File: src/rtl/pmp_pkg.sv
package pmp_pkg;

  typedef enum logic [1:0] {
    MODE_OFF   = 2'd0,
    MODE_TOR   = 2'd1,
    MODE_NA4   = 2'd2,
    MODE_NAPOT = 2'd3
  } amode_e;

  typedef enum logic [1:0] {
    ACC_FETCH = 2'd0,
    ACC_LOAD  = 2'd1,
    ACC_STORE = 2'd2
  } acc_e;

  typedef struct packed {
    logic       lock;
    logic [1:0] rsvd;
    amode_e     mode;
    logic       x;
    logic       w;
    logic       r;
  } rcfg_t;

  localparam logic [11:0] CSR_CFG_BASE  = 12'h3A0;
  localparam logic [11:0] CSR_ADDR_BASE = 12'h3B0;

  localparam logic [3:0] CAUSE_FETCH = 4'd1;
  localparam logic [3:0] CAUSE_LOAD  = 4'd5;
  localparam logic [3:0] CAUSE_STORE = 4'd7;

endpackage

File: src/rtl/pmp_csr_bank.sv
module pmp_csr_bank
  import pmp_pkg::*;
#(
  parameter int NREG = 16,
  parameter int NIMP = 8
) (
  input  logic        clk,
  input  logic        rst_n,
  input  logic        csr_we,
  input  logic [11:0] csr_addr,
  input  logic [31:0] csr_wdata,
  output logic [31:0] csr_rdata,
  output rcfg_t       cfg_o  [NREG],
  output logic [31:0] addr_o [NREG]
);
  localparam int NCFG = NREG / 4;

  logic [11:0] off_cfg, off_addr;
  logic        hit_cfg, hit_addr;

  assign off_cfg  = csr_addr - CSR_CFG_BASE;
  assign off_addr = csr_addr - CSR_ADDR_BASE;
  assign hit_cfg  = off_cfg  < 12'(NCFG);
  assign hit_addr = off_addr < 12'(NREG);

  for (genvar i = 0; i < NREG; i++) begin : g_ent
    if (i < NIMP) begin : g_real
      rcfg_t       cfg_q, cfg_d;
      logic [31:0] adr_q, adr_d;
      logic        cfg_en, adr_en;

      always_comb begin
        cfg_en = csr_we && hit_cfg && (off_cfg == 12'(i / 4)) && !cfg_q.lock;
        adr_en = csr_we && hit_addr && (off_addr == 12'(i)) && !cfg_q.lock;
        cfg_d  = cfg_q;
        adr_d  = adr_q;
        if (cfg_en) cfg_d = rcfg_t'(csr_wdata[8*(i%4) +: 8]);
        if (adr_en) adr_d = csr_wdata;
      end

      always_ff @(posedge clk or negedge rst_n) begin
        if (!rst_n) begin
          cfg_q <= '0;
          adr_q <= '0;
        end else begin
          if (cfg_en) cfg_q <= cfg_d;
          if (adr_en) adr_q <= adr_d;
        end
      end

      assign cfg_o[i]  = cfg_q;
      assign addr_o[i] = adr_q;

      AST_LOCK_FREEZES_CFG: assert property (@(posedge clk) disable iff (!rst_n)
        cfg_q.lock |=> $stable(cfg_q));
      AST_LOCK_FREEZES_ADDR: assert property (@(posedge clk) disable iff (!rst_n)
        cfg_q.lock |=> $stable(adr_q));
    end else begin : g_zero
      assign cfg_o[i]  = '0;
      assign addr_o[i] = '0;
    end
  end

  always_comb begin
    csr_rdata = '0;
    for (int k = 0; k < NCFG; k++) begin
      if (hit_cfg && off_cfg == 12'(k)) begin
        for (int j = 0; j < 4; j++) csr_rdata[8*j +: 8] = cfg_o[4*k+j];
      end
    end
    for (int n = 0; n < NREG; n++) begin
      if (hit_addr && off_addr == 12'(n)) csr_rdata = addr_o[n];
    end
  end

endmodule

File: src/rtl/pmp_match.sv
module pmp_match
  import pmp_pkg::*;
#(
  parameter int PA_W = 34
) (
  input  amode_e            mode,
  input  logic [PA_W-3:0]   reg_own,
  input  logic [PA_W-3:0]   reg_prev,
  input  logic [PA_W-1:0]   acc_addr,
  output logic              hit
);
  logic [PA_W-1:0] nap_x, nap_lo, nap_hi, tor_lo, tor_hi;

  always_comb begin
    nap_x  = {reg_own, 2'b11};
    nap_lo = nap_x & (nap_x + 1'b1);
    nap_hi = nap_x | (nap_x + 1'b1);
    tor_lo = {reg_prev, 2'b00};
    tor_hi = {reg_own, 2'b00};
    unique case (mode)
      MODE_TOR:   hit = (acc_addr >= tor_lo) && (acc_addr < tor_hi);
      MODE_NA4:   hit = (acc_addr[PA_W-1:2] == reg_own);
      MODE_NAPOT: hit = (acc_addr >= nap_lo) && (acc_addr <= nap_hi);
      default:    hit = 1'b0;
    endcase
  end

endmodule

File: src/rtl/pmp_resolve.sv
module pmp_resolve
  import pmp_pkg::*;
#(
  parameter int NREG = 16
) (
  input  logic            clk,
  input  logic            rst_n,
  input  logic [NREG-1:0] hit,
  input  rcfg_t           cfg [NREG],
  input  logic [1:0]      acc_type,
  input  logic            acc_priv,
  output logic            deny
);
  logic [NREG-1:0] win;
  logic            any, lk, ok;

  always_comb begin
    win = '0;
    any = 1'b0;
    lk  = 1'b0;
    ok  = 1'b0;
    for (int i = 0; i < NREG; i++) begin
      if (hit[i] && !any) begin
        win[i] = 1'b1;
        any    = 1'b1;
        lk     = cfg[i].lock;
        unique case (acc_type)
          ACC_FETCH: ok = cfg[i].x;
          ACC_LOAD:  ok = cfg[i].r;
          ACC_STORE: ok = cfg[i].w;
          default:   ok = 1'b0;
        endcase
      end
    end
    if (!any)                deny = !acc_priv;
    else if (acc_priv && !lk) deny = 1'b0;
    else                     deny = !ok;
  end

  AST_SINGLE_WINNER: assert property (@(posedge clk) disable iff (!rst_n)
    (hit != '0) |-> ($onehot0(win) && (win != '0)));

endmodule

File: src/rtl/pmp_unit.sv
module pmp_unit
  import pmp_pkg::*;
#(
  parameter int NREG = 16,
  parameter int NIMP = 8,
  parameter int PA_W = 34
) (
  input  logic            clk,
  input  logic            rst_n,
  input  logic            csr_we,
  input  logic [11:0]     csr_addr,
  input  logic [31:0]     csr_wdata,
  output logic [31:0]     csr_rdata,
  input  logic            acc_valid,
  input  logic [PA_W-1:0] acc_addr,
  input  logic [1:0]      acc_type,
  input  logic            acc_priv,
  output logic            chk_valid,
  output logic            chk_fault,
  output logic [3:0]      chk_cause
);
  logic [1:0] rst_sync;
  logic       rst_ok;

  always_ff @(posedge clk or negedge rst_n) begin
    if (!rst_n) rst_sync <= 2'b00;
    else        rst_sync <= {rst_sync[0], 1'b1};
  end
  assign rst_ok = rst_sync[1];

  rcfg_t           cfg  [NREG];
  logic [31:0]     areg [NREG];
  logic [NREG-1:0] hit;
  logic            deny;

  pmp_csr_bank #(.NREG(NREG), .NIMP(NIMP)) u_bank (
    .clk(clk), .rst_n(rst_ok), .csr_we(csr_we), .csr_addr(csr_addr),
    .csr_wdata(csr_wdata), .csr_rdata(csr_rdata), .cfg_o(cfg), .addr_o(areg)
  );

  for (genvar i = 0; i < NREG; i++) begin : g_m
    logic [PA_W-3:0] prev;
    if (i == 0) begin : g_first
      assign prev = '0;
    end else begin : g_next
      assign prev = areg[i-1][PA_W-3:0];
    end
    pmp_match #(.PA_W(PA_W)) u_m (
      .mode(cfg[i].mode), .reg_own(areg[i][PA_W-3:0]), .reg_prev(prev),
      .acc_addr(acc_addr), .hit(hit[i])
    );
  end

  pmp_resolve #(.NREG(NREG)) u_res (
    .clk(clk), .rst_n(rst_ok), .hit(hit), .cfg(cfg),
    .acc_type(acc_type), .acc_priv(acc_priv), .deny(deny)
  );

  logic       vld_d, flt_d;
  logic [3:0] cause_d;

  always_comb begin
    vld_d   = acc_valid;
    flt_d   = acc_valid && deny;
    cause_d = 4'd0;
    if (flt_d) begin
      unique case (acc_type)
        ACC_FETCH: cause_d = CAUSE_FETCH;
        ACC_LOAD:  cause_d = CAUSE_LOAD;
        default:   cause_d = CAUSE_STORE;
      endcase
    end
  end

  always_ff @(posedge clk or negedge rst_ok) begin
    if (!rst_ok) begin
      chk_valid <= 1'b0;
      chk_fault <= 1'b0;
      chk_cause <= 4'd0;
    end else begin
      chk_valid <= vld_d;
      chk_fault <= flt_d;
      chk_cause <= cause_d;
    end
  end

  AST_RESULT_NEXT_CYCLE: assert property (@(posedge clk) disable iff (!rst_ok)
    acc_valid |=> chk_valid);
  AST_IDLE_QUIET: assert property (@(posedge clk) disable iff (!rst_ok)
    !chk_valid |-> (!chk_fault && chk_cause == 4'd0));
  AST_CAUSE_BY_KIND: assert property (@(posedge clk) disable iff (!rst_ok)
    (acc_valid && acc_type == ACC_LOAD) |=> (!chk_fault || chk_cause == 4'd5));
  AST_ALLOW_NO_CAUSE: assert property (@(posedge clk) disable iff (!rst_ok)
    (chk_valid && !chk_fault) |-> chk_cause == 4'd0);

endmodule

File: config.mk
export PLATFORM = sky130hd
export DESIGN_NAME = pmp_unit
export DESIGN_NICKNAME = d
export VERILOG_FILES = /design/src/rtl/pmp_pkg.sv /design/src/rtl/pmp_csr_bank.sv /design/src/rtl/pmp_match.sv /design/src/rtl/pmp_resolve.sv /design/src/rtl/pmp_unit.sv
export SDC_FILE = /design/constraint.sdc
export NUM_CORES = 2
export LEC_CHECK = 0
export BUFFER_PORTS_ARGS = -buffer_cell sky130_fd_sc_hd__buf_2
export CORE_AREA = 3 3 302 304
export DETAILED_ROUTE_END_ITERATION = 7
export DIE_AREA = 0 0 305 307
export PLACE_DENSITY = 0.53
export SLEW_MARGIN = 20
export SYNTH_ARGS = -nofsm -noshare
export SYNTH_HDL_FRONTEND = slang
export SYNTH_SLANG_ARGS = --single-unit
File: constraint.sdc
create_clock -name clk -period 13.87 [get_ports clk]
set_input_delay 2.774 -clock clk [delete_from_list [all_inputs] [get_ports clk]]
set_output_delay 2.774 -clock clk [all_outputs]
set_load 0.005 [all_outputs]
# Yosys cells after proc, flatten, opt, wreduce, memory -nomap -nowiden
# Index checks and enable logic that the tools add are counted.
word_totals:
  ff_bits: 328
  input_bits: 85
  output_inout_bits: 38
  word_cells: 330
classes:
  n_addsub: 10
  n_lt_le_gt_ge: 34
  eq_ne: 52
  n_mux: 64
  n_bitwise: 16
  reduce_logical: 94
op_table:
  columns: ["operator", "count"]
  rows:
  - ["2-to-1 mux 32 bit", 20]
  - [">= comparator 34 bit", 15]
  - ["adder 34 x 1 -> 34 bit (second input constant)", 8]
  - ["bitwise AND 34 bit", 8]
  - ["<= comparator 34 bit", 8]
  - ["< comparator 34 bit", 8]
  - ["OR 34 bit", 8]
  - ["== test 32 bit", 8]
  - ["== test 12 x 4 -> 1 bit (second input constant)", 8]
  - ["logical AND 1 bit", 73]
  - ["== test 12 x 2 -> 1 bit (second input constant)", 4]
  - ["== test 12 x 3 -> 1 bit (second input constant)", 4]
  - ["case mux 1 bit (3 select lines)", 16]
  - ["== test 2 bit (second input constant)", 17]
  - [">= comparator 34 x 1 -> 1 bit (second input constant)", 1]
  - ["2-to-1 mux 1 bit", 26]
  - ["== test 12 x 1 -> 1 bit (second input constant)", 2]
  - ["zero test 12 bit", 2]
  - ["subtractor 12 x 10 -> 12 bit (second input constant)", 2]
  - ["== test 2 x 1 -> 1 bit (second input constant)", 9]
  - ["zero test 1 bit", 18]
  - ["< comparator 12 x 3 -> 1 bit (second input constant)", 1]
  - ["< comparator 12 x 5 -> 1 bit (second input constant)", 1]
  - ["case mux 3 bit (2 select lines)", 1]
  - ["other kinds (2)", 2]

# Longest topological paths before layout
depth:
  depth_word: 33
  ltp_mapped: 25
  ltp_nobuf: 23

# Modules after synthesis
# From an unflattened synthesis, not the netlist that was laid out.
hier_totals:
  cells_unflattened: 9608
  area_unflattened_um2: 74227.4
by_module_without_submodules:
  columns: ["module", "n_inst", "cells_each", "area_per_inst_um2", "seq_area_each_um2"]
  rows:
  - ["pmp_match (g_m[0].u_m ...)", 7, 503, 3499.6, 0.0]
  - ["pmp_match (g_m[1].u_m ...)", 6, 486, 3449.6, 0.0]
  - ["pmp_csr_bank", 1, 1580, 17712.0, 8007.7]
  - ["pmp_match (g_m[12].u_m)", 1, 488, 3445.8, 0.0]
  - ["pmp_match (g_m[15].u_m)", 1, 483, 3430.8, 0.0]
  - ["pmp_match (g_m[11].u_m)", 1, 488, 3425.8, 0.0]
  - ["pmp_resolve", 1, 119, 823.3, 0.0]
  - ["pmp_unit", 1, 13, 195.2, 150.1]

# Worst setup path before layout
# Ideal clock, no wire load.
synth_path:
  path_type: "input to output"
  startpoint: "input port csr_addr[6]"
  endpoint: "output port csr_rdata[1]"
  t_arrival_ns: 5.210
  required_time_ns: 11.096
  path_slack_ns: 5.886
  stages: 13
  path_buffers: 2
  cell_sequence: "inv_1 ha_1 nor4_1 a21oi_1 nor4b_1 nand2_1 nor2_1 clkbuf_1 clkbuf_1 a22oi_1 o2111ai_1 o21ai_0 nand2_1"
synth_via:
  elab_chain_len: 23
synth_rtl:
  columns: ["item", "line", "rtl"]
  rows:
  - ["start: declaration", "pmp_unit.sv:11", "input logic [11:0] csr_addr,"]
  - ["subtractor 12 x 10 -> 12 bit", "pmp_csr_bank.sv:21", "assign off_cfg = csr_addr - CSR_CFG_BASE;"]
  - ["< comparator 12 x 3 -> 1 bit / zero test 12 bit (equally long branches)", "pmp_csr_bank.sv:23, pmp_csr_bank.sv:67", null]
  - ["logical AND 1 bit", "pmp_csr_bank.sv:67", "if (hit_cfg && off_cfg == 12'(k)) begin"]
  - ["2-to-1 mux 32 bit (4 in series)", "pmp_csr_bank.sv:67", null]
  - ["2-to-1 mux 32 bit (15 in series)", "pmp_csr_bank.sv:72", "if (hit_addr && off_addr == 12'(n)) csr_rdata = addr_o[n];"]
  - ["2-to-1 mux 32 bit (*)", "pmp_csr_bank.sv:72", null]
  - ["end: declaration", "pmp_unit.sv:13", "output logic [31:0] csr_rdata,"]
# Every way passes the cells marked *; elsewhere a longest branch is shown, timed or not.

# Final worst setup path
layout_path:
  startpoint: "input port csr_addr[6]"
  endpoint: "output port csr_rdata[15]"
# Same word-level chain as after synthesis.

==> flow_metrics.tcl <==
set metrics [dict create \
    status "finished, violations left" \
    violations "DRC" \
    synth_top_area_cell "ha_1" \
    chipWidth_microns 305 \
    worstPathCellList "buf_2 > inv_1 > ha_1 > nor4_1 > a21oi_1 > nor4b_1 > nand3b_1 > nor2_4 > a222oi_1 > o21a_1 > nand3_1 > buf_2" \
    wl_per_cell_microns 26.21 \
    grt_max_degree 66 \
    grt_first_pass_wirelength_mm 217.1 \
    cts_tree "built" \
    synth-edff-count 0 \
    most-common-layout-cells "ha_1 (754), nand2_1 (611), o21ai_0 (421), a21oi_1 (362), dfrtp_1 (325)" \
    final_common_cell "ha_1" \
    drt_iter0_drc 3231 \
    skew_ns 0.01810 \
    gp_congestion 0.9653 \
    synth_cell_type_count 87 \
    seqPwrFrac_pct 37.4 \
    cts_buffer_depth 3 \
    vias_per_cell 6.173 \
    syn_area_sq_mm 0.03545 \
    end_kind "output pin" \
    place_hpwl_mm 117.1 \
    portBuffers 121 \
    power_mw 2.576 \
    arrival_ns 6.31 \
    rows 109 \
    p_clk_share_pct 49.7 \
    combPwrFrac_pct 12.9 \
    internal-power_mw 1.847 \
    fin_nets 5281 \
    ys.warnings.count 0 \
    netlist_instances 4375 \
    ir_worst_vdd_mv 0.07266 \
    synth_area_leaders "ha_1 (27%), dfrtp_1 (23%), nand2_1 (6.5%)" \
    synthArstFlopShare_pct 100.0 \
    hold_slack_ns 0.3023 \
    power_switching_uw 729.2 \
    cts_sinks 326 \
    post-place-cells 5562 \
    cts_resized 0 \
    final_max_slew_viol_count 0 \
    drive_above_1_share_pct 9.351 \
    swShare_pct 28.30 \
    grt-ovfl-total 0 \
    vias 34820 \
    drt_first_pass_iters 8 \
    fin_crit_ns 9.079 \
    worstHoldPathType "register to asynchronous set/reset pin" \
    ant_nets 0 \
    finalHoldViolCount 0 \
    crit_buf_inv 3 \
    netlist.area_leader.share_pct 26.61 \
    fin_crit_sh_pct 65.46 \
    fin_util_pct 44.09 \
    fin_setup_tns_ns 0 \
    critPathSlowestCell "nor2_4" \
    clk_pin_slew_ns 0.06 \
    die_h_microns 307 \
    crit_top_cell "buf_2" \
    rsz0062_at_grt "no" \
    critical_path_class "input pin to output pin" \
    htree_levels 2 \
    fmaxAchievable_ghz 0.1101 \
    ios 123 \
    wirelength_mm 147.8 \
    layout_setup_ws_ns 4.791 \
    grt_usage_pct 30.88 \
    slowest_delay_ns 1.07 \
    synth-main-ff-cell "dfrtp_1" \
    start_util_pct 40.05 \
    start_kind "input pin" \
    cts_setup_buffers 0 \
    hold_buffers 0 \
    grt_pass1_vias 33350 \
    worst_pin_slew_ns 1.236 \
    ys_ff_latch 326 \
    worst-endpoint-required_ns 11.10 \
    power-per-cell-area_mw_per_mm2 66.02 \
    root_buffer "clkbuf_16" \
    path_max_fanout 32 \
    setup_viol 0 \
    syn_avg_cell_area_sq_um 8.103 \
    max_slew_margin_pct 17.59 \
    fin_cells 5641 \
    drc_errors 11 \
    synth_nets 5214 \
    clock_latency_ns 0.58 \
    dieArea_sq_mm 0.09364 \
    cts_made_buffers 42 \
    p_leak_nw 19.88 \
    areaGrowthSynthToFinish_pct 10.08 \
    path_delay_family "simple AND/OR/NAND/NOR gates" \
    yosysSeqAreaShare_pct 23.01 \
    pre_cts_slack_ns 4.793 \
    drv_cap 0 \
    core_sq_mm 0.08851 \
    dpl_cell_area_sq_mm 0.03742 \
    antenna_found_initial 6 \
    stdcell_area_sq_mm 0.03902 \
]
-- routing by layer --
| metal | part of all wire (%) | global-route usage, % | up-vias | wire length [microns] |
|---|---|---|---|---|
| li1 | - | - | 16440 | - |
| met1 | 43 | 41.30 | 16820 | 64260 |
| met2 | 44 | 49.14 | 1289 | 65160 |
| met3 | 6.9 | 4.249 | 278 | 10250 |
| met4 | 5.5 | 15.01 | 0 | 8164 |
| met5 | 0 | 0 | - | 0 |
-- synthesized netlist by cell type (13+ instances only) --
master / instances
a222oi_1: 32
clkbuf_1: 148
inv_1: 277
nand2_1: 612
o2111ai_1: 25
dfrtp_1: 326
nor4_1: 37
a21oi_1: 362
and3_1: 44
nand4_1: 152
mux2_2: 122
o211ai_1: 26
a22oi_1: 78
nor2_1: 277
and2_1: 20
o21ai_0: 421
and4_1: 39
a221o_1: 13
nand3_1: 111
ha_1: 754
nand2b_1: 54
nor2b_1: 24
a211oi_1: 41
a31oi_1: 44
a21o_1: 68
a221oi_1: 18
nor3_1: 54
-- sequential cells by signal, summed over array words and instances (netlist names) --
signal,count
chk_cause,3
chk_valid,1
rst_sync,2
u_bank.cfg_o,64
u_bank.g_ent.g_real.adr_q,256
-- worst paths after layout --
kind | startpoint | end | slack [ns] | cells after the start
max | csr_addr[6] | csr_rdata[15] | 4.79 | 12
min | rst_sync[1]$_DFF_PN0_ | u_bank.g_ent[1].g_real.adr_q[25]$_DFFE_PN0P_ | 0.30 | 0
max reg2reg | u_bank.g_ent[0].g_real.adr_q[0]$_DFFE_PN0P_ | chk_cause[0]$_DFF_PN0_ | 6.39 | 21
min reg2reg | rst_sync[1]$_DFF_PN0_ | u_bank.g_ent[1].g_real.adr_q[25]$_DFFE_PN0P_ | 0.30 | 0
max in group asynchronous | rst_sync[1]$_DFF_PN0_ | u_bank.g_ent[6].g_real.adr_q[17]$_DFFE_PN0P_ | 11.49 | 2
min in group clk | rst_sync[0]$_DFF_PN0_ | rst_sync[1]$_DFF_PN0_ | 0.35 | 0
-- logic make-up after synthesis --
| logic type | synth area share (%) |
|---|---|
| buffers and inverters | 4.673 |
| AO/OA/AOI/OAI | 21.71 |
| adder cells (fa/ha/maj) | 26.61 |
| flip-flops | 23.01 |
| multiplexers | 4.158 |
| other | 0.02119 |
| AND/OR/NAND/NOR | 19.81 |
-- power groups by stage --
stage	sequential [mW]	clock, mW	combinational (mW)
after detailed placement	0.982	0	0.328
after CTS	0.964	1.29	0.328
final	0.965	1.28	0.332
after floorplan	0.989	0	0.165
after global routing	0.965	1.33	0.369
after global placement	0.982	0	0.324
-- final cells by class --
cell class | count | area, sq um
well taps | 1165 | 1458
repair buffers | 183 | 1091
multi-input cells | 3612 | 25710
flip-flops and latches | 326 | 8162
fillers | 9000 | 49490
clock inverters | 19 | 362.8
diodes | 6 | 15.01
clock buffers | 53 | 1186
inverters | 277 | 1040
(Power assumes the default switching activity.)
